===== src/rtl/cbus_pkg.sv =====
package cbus_pkg;
  typedef enum logic [1:0] {
    ST_IDLE = 2'd0,
    ST_CONV = 2'd1,
    ST_DONE = 2'd2
  } cbus_state_e;

  localparam int CBUS_PIN_W = 2;
endpackage


===== src/rtl/cbus_sync.sv =====
module cbus_sync #(
  parameter int              W       = 2,
  parameter int              STAGES  = 2,
  parameter logic [W-1:0]    RST_VAL = '1
) (
  input  logic         clk,
  input  logic         rst_n,
  input  logic [W-1:0] async_i,
  output logic [W-1:0] lvl_o,
  output logic [W-1:0] prev_o
);
  // STAGES flops form the synchronizer, one extra flop holds the prior sample
  for (genvar g = 0; g <= STAGES; g++) begin : g_stage
    logic [W-1:0] q;
    if (g == 0) begin : g_first
      always_ff @(posedge clk or negedge rst_n) begin
        if (!rst_n) q <= RST_VAL;
        else        q <= async_i;
      end
    end else begin : g_next
      always_ff @(posedge clk or negedge rst_n) begin
        if (!rst_n) q <= RST_VAL;
        else        q <= g_stage[g-1].q;
      end
    end
  end

  assign lvl_o  = g_stage[STAGES-1].q;
  assign prev_o = g_stage[STAGES].q;
endmodule


===== src/rtl/cbus_ctrl.sv =====
module cbus_ctrl
  import cbus_pkg::*;
(
  input  logic        clk,
  input  logic        rst_n,
  input  logic        cs_lvl,
  input  logic        cs_prev,
  input  logic        rd_lvl,
  input  logic        rd_prev,
  input  logic        seq_done,
  output logic        start_req,
  output logic        reset_req,
  output logic        bus_err,
  output logic        capture,
  output cbus_state_e state_q,
  output cbus_state_e state_d
);
  logic cs_fall, rd_rise, rd_fall;
  logic converting, rst_hit, restart, write_hit, misuse;
  logic start_d, reset_d;

  assign cs_fall    = cs_prev & ~cs_lvl;
  assign rd_rise    = rd_lvl & ~rd_prev;
  assign rd_fall    = rd_prev & ~rd_lvl;
  assign converting = (state_q == ST_CONV);

  // release of the read strobe while selected: destructive reset
  assign rst_hit   = rd_rise & ~cs_prev;
  assign restart   = rst_hit & ~cs_lvl;
  // select falling: write cycle when idle or read high; a read when done
  assign write_hit = cs_fall & ~converting & (rd_lvl | (state_q == ST_IDLE));
  // strobe lowered on an already selected, busy converter
  assign misuse    = rd_fall & ~cs_lvl & ~cs_prev & converting;

  always_comb begin
    state_d = state_q;
    start_d = 1'b0;
    reset_d = 1'b0;
    capture = 1'b0;
    if (rst_hit) begin
      reset_d = 1'b1;
      start_d = restart;
      state_d = restart ? ST_CONV : ST_IDLE;
    end else if (write_hit) begin
      start_d = 1'b1;
      state_d = ST_CONV;
    end else if (converting && seq_done) begin
      capture = 1'b1;
      state_d = ST_DONE;
    end
  end

  always_ff @(posedge clk or negedge rst_n) begin
    if (!rst_n) begin
      state_q   <= ST_IDLE;
      start_req <= 1'b0;
      reset_req <= 1'b0;
      bus_err   <= 1'b0;
    end else begin
      state_q   <= state_d;
      start_req <= start_d;
      reset_req <= reset_d;
      bus_err   <= misuse;
    end
  end

  a_r11_reset_one_cycle: assert property (@(posedge clk) disable iff (!rst_n)
    reset_req |=> !reset_req);
  a_r11_err_one_cycle: assert property (@(posedge clk) disable iff (!rst_n)
    bus_err |=> !bus_err);
  a_r10_err_alone: assert property (@(posedge clk) disable iff (!rst_n)
    bus_err |-> (!start_req && !reset_req && state_q == ST_CONV));
  a_r3_start_only_when_free: assert property (@(posedge clk) disable iff (!rst_n)
    (start_req && !reset_req) |-> $past(state_q != ST_CONV));
endmodule


===== src/rtl/cbus_dout.sv =====
module cbus_dout
  import cbus_pkg::*;
#(
  parameter int DATA_W = 8
) (
  input  logic              clk,
  input  logic              rst_n,
  input  logic              cs_lvl,
  input  logic              rd_lvl,
  input  cbus_state_e       state_d,
  input  logic              capture,
  input  logic [DATA_W-1:0] seq_result,
  output logic              dbus_oe,
  output logic [DATA_W-1:0] dbus_data
);
  logic [DATA_W-1:0] res_q;
  logic              oe_q;

  always_ff @(posedge clk or negedge rst_n) begin
    if (!rst_n) begin
      res_q <= '0;
      oe_q  <= 1'b0;
    end else begin
      if (capture) res_q <= seq_result;
      // enable follows the state being entered, so it never leads a start
      oe_q <= ~cs_lvl & ~rd_lvl & (state_d != ST_CONV);
    end
  end

  assign dbus_oe   = oe_q;
  assign dbus_data = oe_q ? res_q : '0;

  a_r4_data_steady: assert property (@(posedge clk) disable iff (!rst_n)
    (dbus_oe && $past(dbus_oe)) |-> $stable(dbus_data));
endmodule


===== src/rtl/cbus_iface.sv =====
module cbus_iface
  import cbus_pkg::*;
#(
  parameter int DATA_W      = 8,
  parameter int SYNC_STAGES = 2
) (
  input  logic              clk,
  input  logic              rst_n,
  input  logic              cs_n,
  input  logic              rd_n,
  input  logic              seq_done,
  input  logic [DATA_W-1:0] seq_result,
  output logic              start_req,
  output logic              reset_req,
  output logic              bus_err,
  output logic              ready_o,
  output logic              dbus_oe,
  output logic [DATA_W-1:0] dbus_data
);
  localparam int PIN_W = CBUS_PIN_W;

  logic [PIN_W-1:0] pin_lvl, pin_prev;
  logic             capture;
  cbus_state_e      state_q, state_d;

  cbus_sync #(
    .W       (PIN_W),
    .STAGES  (SYNC_STAGES),
    .RST_VAL ({PIN_W{1'b1}})
  ) u_sync (
    .clk     (clk),
    .rst_n   (rst_n),
    .async_i ({cs_n, rd_n}),
    .lvl_o   (pin_lvl),
    .prev_o  (pin_prev)
  );

  cbus_ctrl u_ctrl (
    .clk       (clk),
    .rst_n     (rst_n),
    .cs_lvl    (pin_lvl[1]),
    .cs_prev   (pin_prev[1]),
    .rd_lvl    (pin_lvl[0]),
    .rd_prev   (pin_prev[0]),
    .seq_done  (seq_done),
    .start_req (start_req),
    .reset_req (reset_req),
    .bus_err   (bus_err),
    .capture   (capture),
    .state_q   (state_q),
    .state_d   (state_d)
  );

  cbus_dout #(.DATA_W(DATA_W)) u_dout (
    .clk        (clk),
    .rst_n      (rst_n),
    .cs_lvl     (pin_lvl[1]),
    .rd_lvl     (pin_lvl[0]),
    .state_d    (state_d),
    .capture    (capture),
    .seq_result (seq_result),
    .dbus_oe    (dbus_oe),
    .dbus_data  (dbus_data)
  );

  assign ready_o = (state_q != ST_CONV);

  a_r5_oe_needs_ready: assert property (@(posedge clk) disable iff (!rst_n)
    dbus_oe |-> ready_o);
  a_r2_busy_on_start: assert property (@(posedge clk) disable iff (!rst_n)
    start_req |-> !ready_o);
endmodule


===== config.mk =====
export PLATFORM = sky130hd
export DESIGN_NAME = cbus_iface
export DESIGN_NICKNAME = d
export VERILOG_FILES = /design/src/rtl/cbus_pkg.sv /design/src/rtl/cbus_sync.sv /design/src/rtl/cbus_ctrl.sv /design/src/rtl/cbus_dout.sv /design/src/rtl/cbus_iface.sv
export SDC_FILE = /design/constraint.sdc
export NUM_CORES = 1
export LEC_CHECK = 0
export ABC_AREA = 1
export ABC_CLOCK_PERIOD_IN_PS = 1300
export BUFFER_PORTS_ARGS = -buffer_cell sky130_fd_sc_hd__buf_2
export CAP_MARGIN = 15
export CORE_MARGIN = 1.5
export CORE_UTILIZATION = 44
export CTS_CLUSTER_SIZE = 25
export DETAILED_ROUTE_END_ITERATION = 10
export HOLD_SLACK_MARGIN = 0.03
export PLACE_DENSITY_LB_ADDON = 0.15
export SLEW_MARGIN = 0
export SYNTH_ARGS = -nofsm -noshare
export SYNTH_HDL_FRONTEND = slang
export SYNTH_SLANG_ARGS = --single-unit

===== constraint.sdc =====
create_clock -name clk -period 1.3 [get_ports clk]
set_clock_uncertainty 0.1 [all_clocks]
set_input_delay 0.26 -clock clk [delete_from_list [all_inputs] [get_ports clk]]
set_output_delay 0.26 -clock clk [all_outputs]
set_load 0.01 [all_outputs]

==> impl_metrics.csv <==
group,metric,value,unit
run_status,outcome,"complete, but fails checks",
run_status,violations,"setup timing",
synth,yosysWarnings,0,
cts,clk_latency,0.29,ns
synth,ys_ff_latch,20,
floorplan,rows,15,
timing,final-setup-viol-count,10,
floorplan,fp.dieW,47.7,microns
routing,first_pass_iters,4,
worst_setup_path,start_kind,"register",
place,place.gp.congestion,0.751,
final_layout,areaGrowthSynthToFinish,34.5,%
floorplan,core,1800,sq um
synth,syn_avg_cell_area,9.44,sq um
synth,ys_types,19,
routing,vias_per_cell,4.35,
timing,slew_violations,0,
power,pwr-share-comb,36.0,%
worst_setup_path,crit_path_max_fanout,9,
min_path,min_path_cells,3,
final_layout,n_antenna_cell,0,
power,p_seq_share,46.7,%
worst_setup_path,reg2reg_from,"u_sync.prev_o[1]",
routing,ant_nets,0,
synth,yosys-top-cells-area,"dfrtp_1 (40%), dfstp_2 (18%), inv_1 (9.4%), nand2_1 (8.5%), o21ai_2 (8.0%)",
final_layout,drive_gt1_share,53.1,%
routing,drtIter0Drc,14,
min_path,min_path_type,"in2reg",
grt,grt_pass1_vias,571,
worst_setup_path,cp.arrival,1.03,ns
final_layout,fin_util,65.6,%
final_layout,fill_cells,170,
routing,wl,1.52,mm
grt,overflow,0,
timing,rsz0062_at_grt,"true",
synth,synth_top_cell_area_share,39.9,%
cts,cts.sink_count,20,
timing,worst_slew_pin_slew,0.409,ns
worst_setup_path,reg2reg_slack,0.01,ns
min_path,min_to,"u_dout.res_q[4]",
synth,synthesis.nets,106,
timing,max_clock_freq,719,MHz
timing,finalHoldViolCount,0,
power,clockPowerShare,17.3,%
worst_setup_path,r2r_cells,7,
worst_setup_path,critPathKind,"reg2out",
power,cellPowerDensity,1670,nW/um^2
synth,postSynthCellCount,93,
grt,grt_max_degree,21,
place,pre_cts_ws,0.0162,ns
final_layout,nets,142,
worst_setup_path,r2r-end,"u_dout.dbus_oe",
grt,grt_pass1_wl,2.33,mm
cts,h-tree-depth,1,
timing,setup_ws,-0.0905,ns
timing,fin_crit,1.39,ns
min_path,hp-start,"seq_result[4]",
worst_setup_path,crit_required,0.94,ns
routing,vias,666,
synth,synth.largest_area_cell,"dfrtp_1",
synth,yosysSeqAreaShare,57.8,%
timing,finalCritPeriodShare,107,%
grt,antenna_found_initial,0,
job,maxCapViolCount,0,
cts,cts_tree,"done",
timing,slew-limit-headroom,72.8,%
floorplan,num_io_pins,26,
power,p_switching,0.000654,W
final_layout,final_common_cell,"buf_2",
worst_setup_path,cp-end-kind,"primary output",
final_layout,most-common-layout-cells,"buf_2 (24), inv_1 (22), nand2_1 (15), dfrtp_1 (13), o21ai_2 (8)",
place,port_buffers,25,
cts,numCtsBuffers,3,
cts,cts.reportedPaths.clkPinSlew,0.10,ns
cts,clockBufferDepth,2,
power,vdd_drop_max,980,uV
power,swShare,33.2,%
floorplan,die-height,47.7,microns
floorplan,initial_core_util,48.7,%
synth,synthesis.area,878,sq um
floorplan,die-area,2270,sq um
timing,fin_hold_ws,0.0972,ns
routing,wl_per_cell,9.90,microns
power,p_leak,0.699,nW
routing,drcViolationCount,0,
place,dp_hpwl,1.04,mm
cts,cts-root-buf,"clkbuf_4",
grt,grt.total_usage,15.7,%
power,p_int,0.00132,W
Yosys cell counts (all sizes together):
cell and count:
o21ai 10, clkbuf 1, inv 24, nor2 6, dfstp 6, nand3 4, and2 1, nand2 24
nor3 1, a21oi 1, dfrtp 14, buf 1
power by group through the flow:
stage               Clock [W]  Combinational, W  Sequential (W)
finish               0.000342          0.000711        0.000921
global route         0.000388          0.000796        0.000944
CTS                  0.000354          0.000654        0.000909
detailed placement          0          0.000570        0.000925
global placement            0          0.000559        0.000915
floorplan                   0          0.000419        0.000902
metrics by stage:
| stage | setup TNS (ns) | cell area [sq um] | total power (W) | instances |
|---|---|---|---|---|
| floorplan | 0 | 878 | 0.00132 | 93 |
| global placement | 0 | 1040 | 0.00147 | 142 |
| detailed placement | 0 | 1040 | 0.00150 | 142 |
| CTS | -0.773 | 1140 | 0.00192 | 152 |
| global route | -1.61 | 1180 | 0.00213 | 153 |
| finish | -0.663 | 1180 | 0.00197 | 153 |
per-layer routing:
layer  part of all wire (%)  up-vias  global-route usage (%)  wire length (microns)
met5                      0        -                       0                      0
li1                       -      341                       -                      -
met2                     52       24                    29.6                    787
met1                     41      299                    15.0                    623
met4                   0.66        0                    4.86                     10
met3                    6.1        2                    6.79                     93
sequential cells by signal (all words and copies together), names as in the netlist:
name	cells
u_ctrl.bus_err	1
u_sync.lvl_o	2
u_dout.dbus_oe	1
u_ctrl.start_req	1
u_dout.res_q	8
u_sync.prev_o	2
u_ctrl.reset_req	1
u_ctrl.state_q	2
u_sync.g_stage.q	2
worst max path at each step:
stage	slack (ns)	startpoint	to	cells after the start
floorplan	0.06	u_sync.lvl_o[0]	u_dout.res_q[4]	5
global placement	0.04	u_sync.prev_o[1]	u_dout.dbus_oe	7
detailed placement	0.02	u_sync.lvl_o[0]	u_dout.dbus_oe	7
CTS	-0.11	u_dout.dbus_oe	dbus_data[6]	3
global route	-0.17	u_dout.dbus_oe	dbus_data[6]	3
finish	-0.09	u_dout.dbus_oe	dbus_data[6]	3
timing repair:
action	4_1_cts	5_1_grt
endpoints found under the hold margin	16	0
setup buffers	3	1
setup endpoints to repair	11	18
resized for setup	3	11
hold buffers	3	0
pin swaps	1	2
cell type report:
class	instances	area, sq um	share of cell area [%]
flip-flops and latches	20	509	43.1
clock buffers	4	36.3	3.07
well taps	25	31.3	2.65
inverters	24	90.1	7.63
multi-input cells	47	303	25.6
repair buffers	33	211	17.9
critical path, cell delays in order (launching register included):
cell,delay [ns]
dfrtp_2,0.49
nand2_1,0.09
inv_1,0.04
buf_2,0.12
cells by family after synthesis:
kind of cell	Yosys count	share of synthesized area (%)
AOI/OAI and AO/OA	11	11.0
DFF	20	57.8
and+or+nand+nor	36	19.2
buffers and inverters	26	12.0
Power figures use the tool's default switching activity.
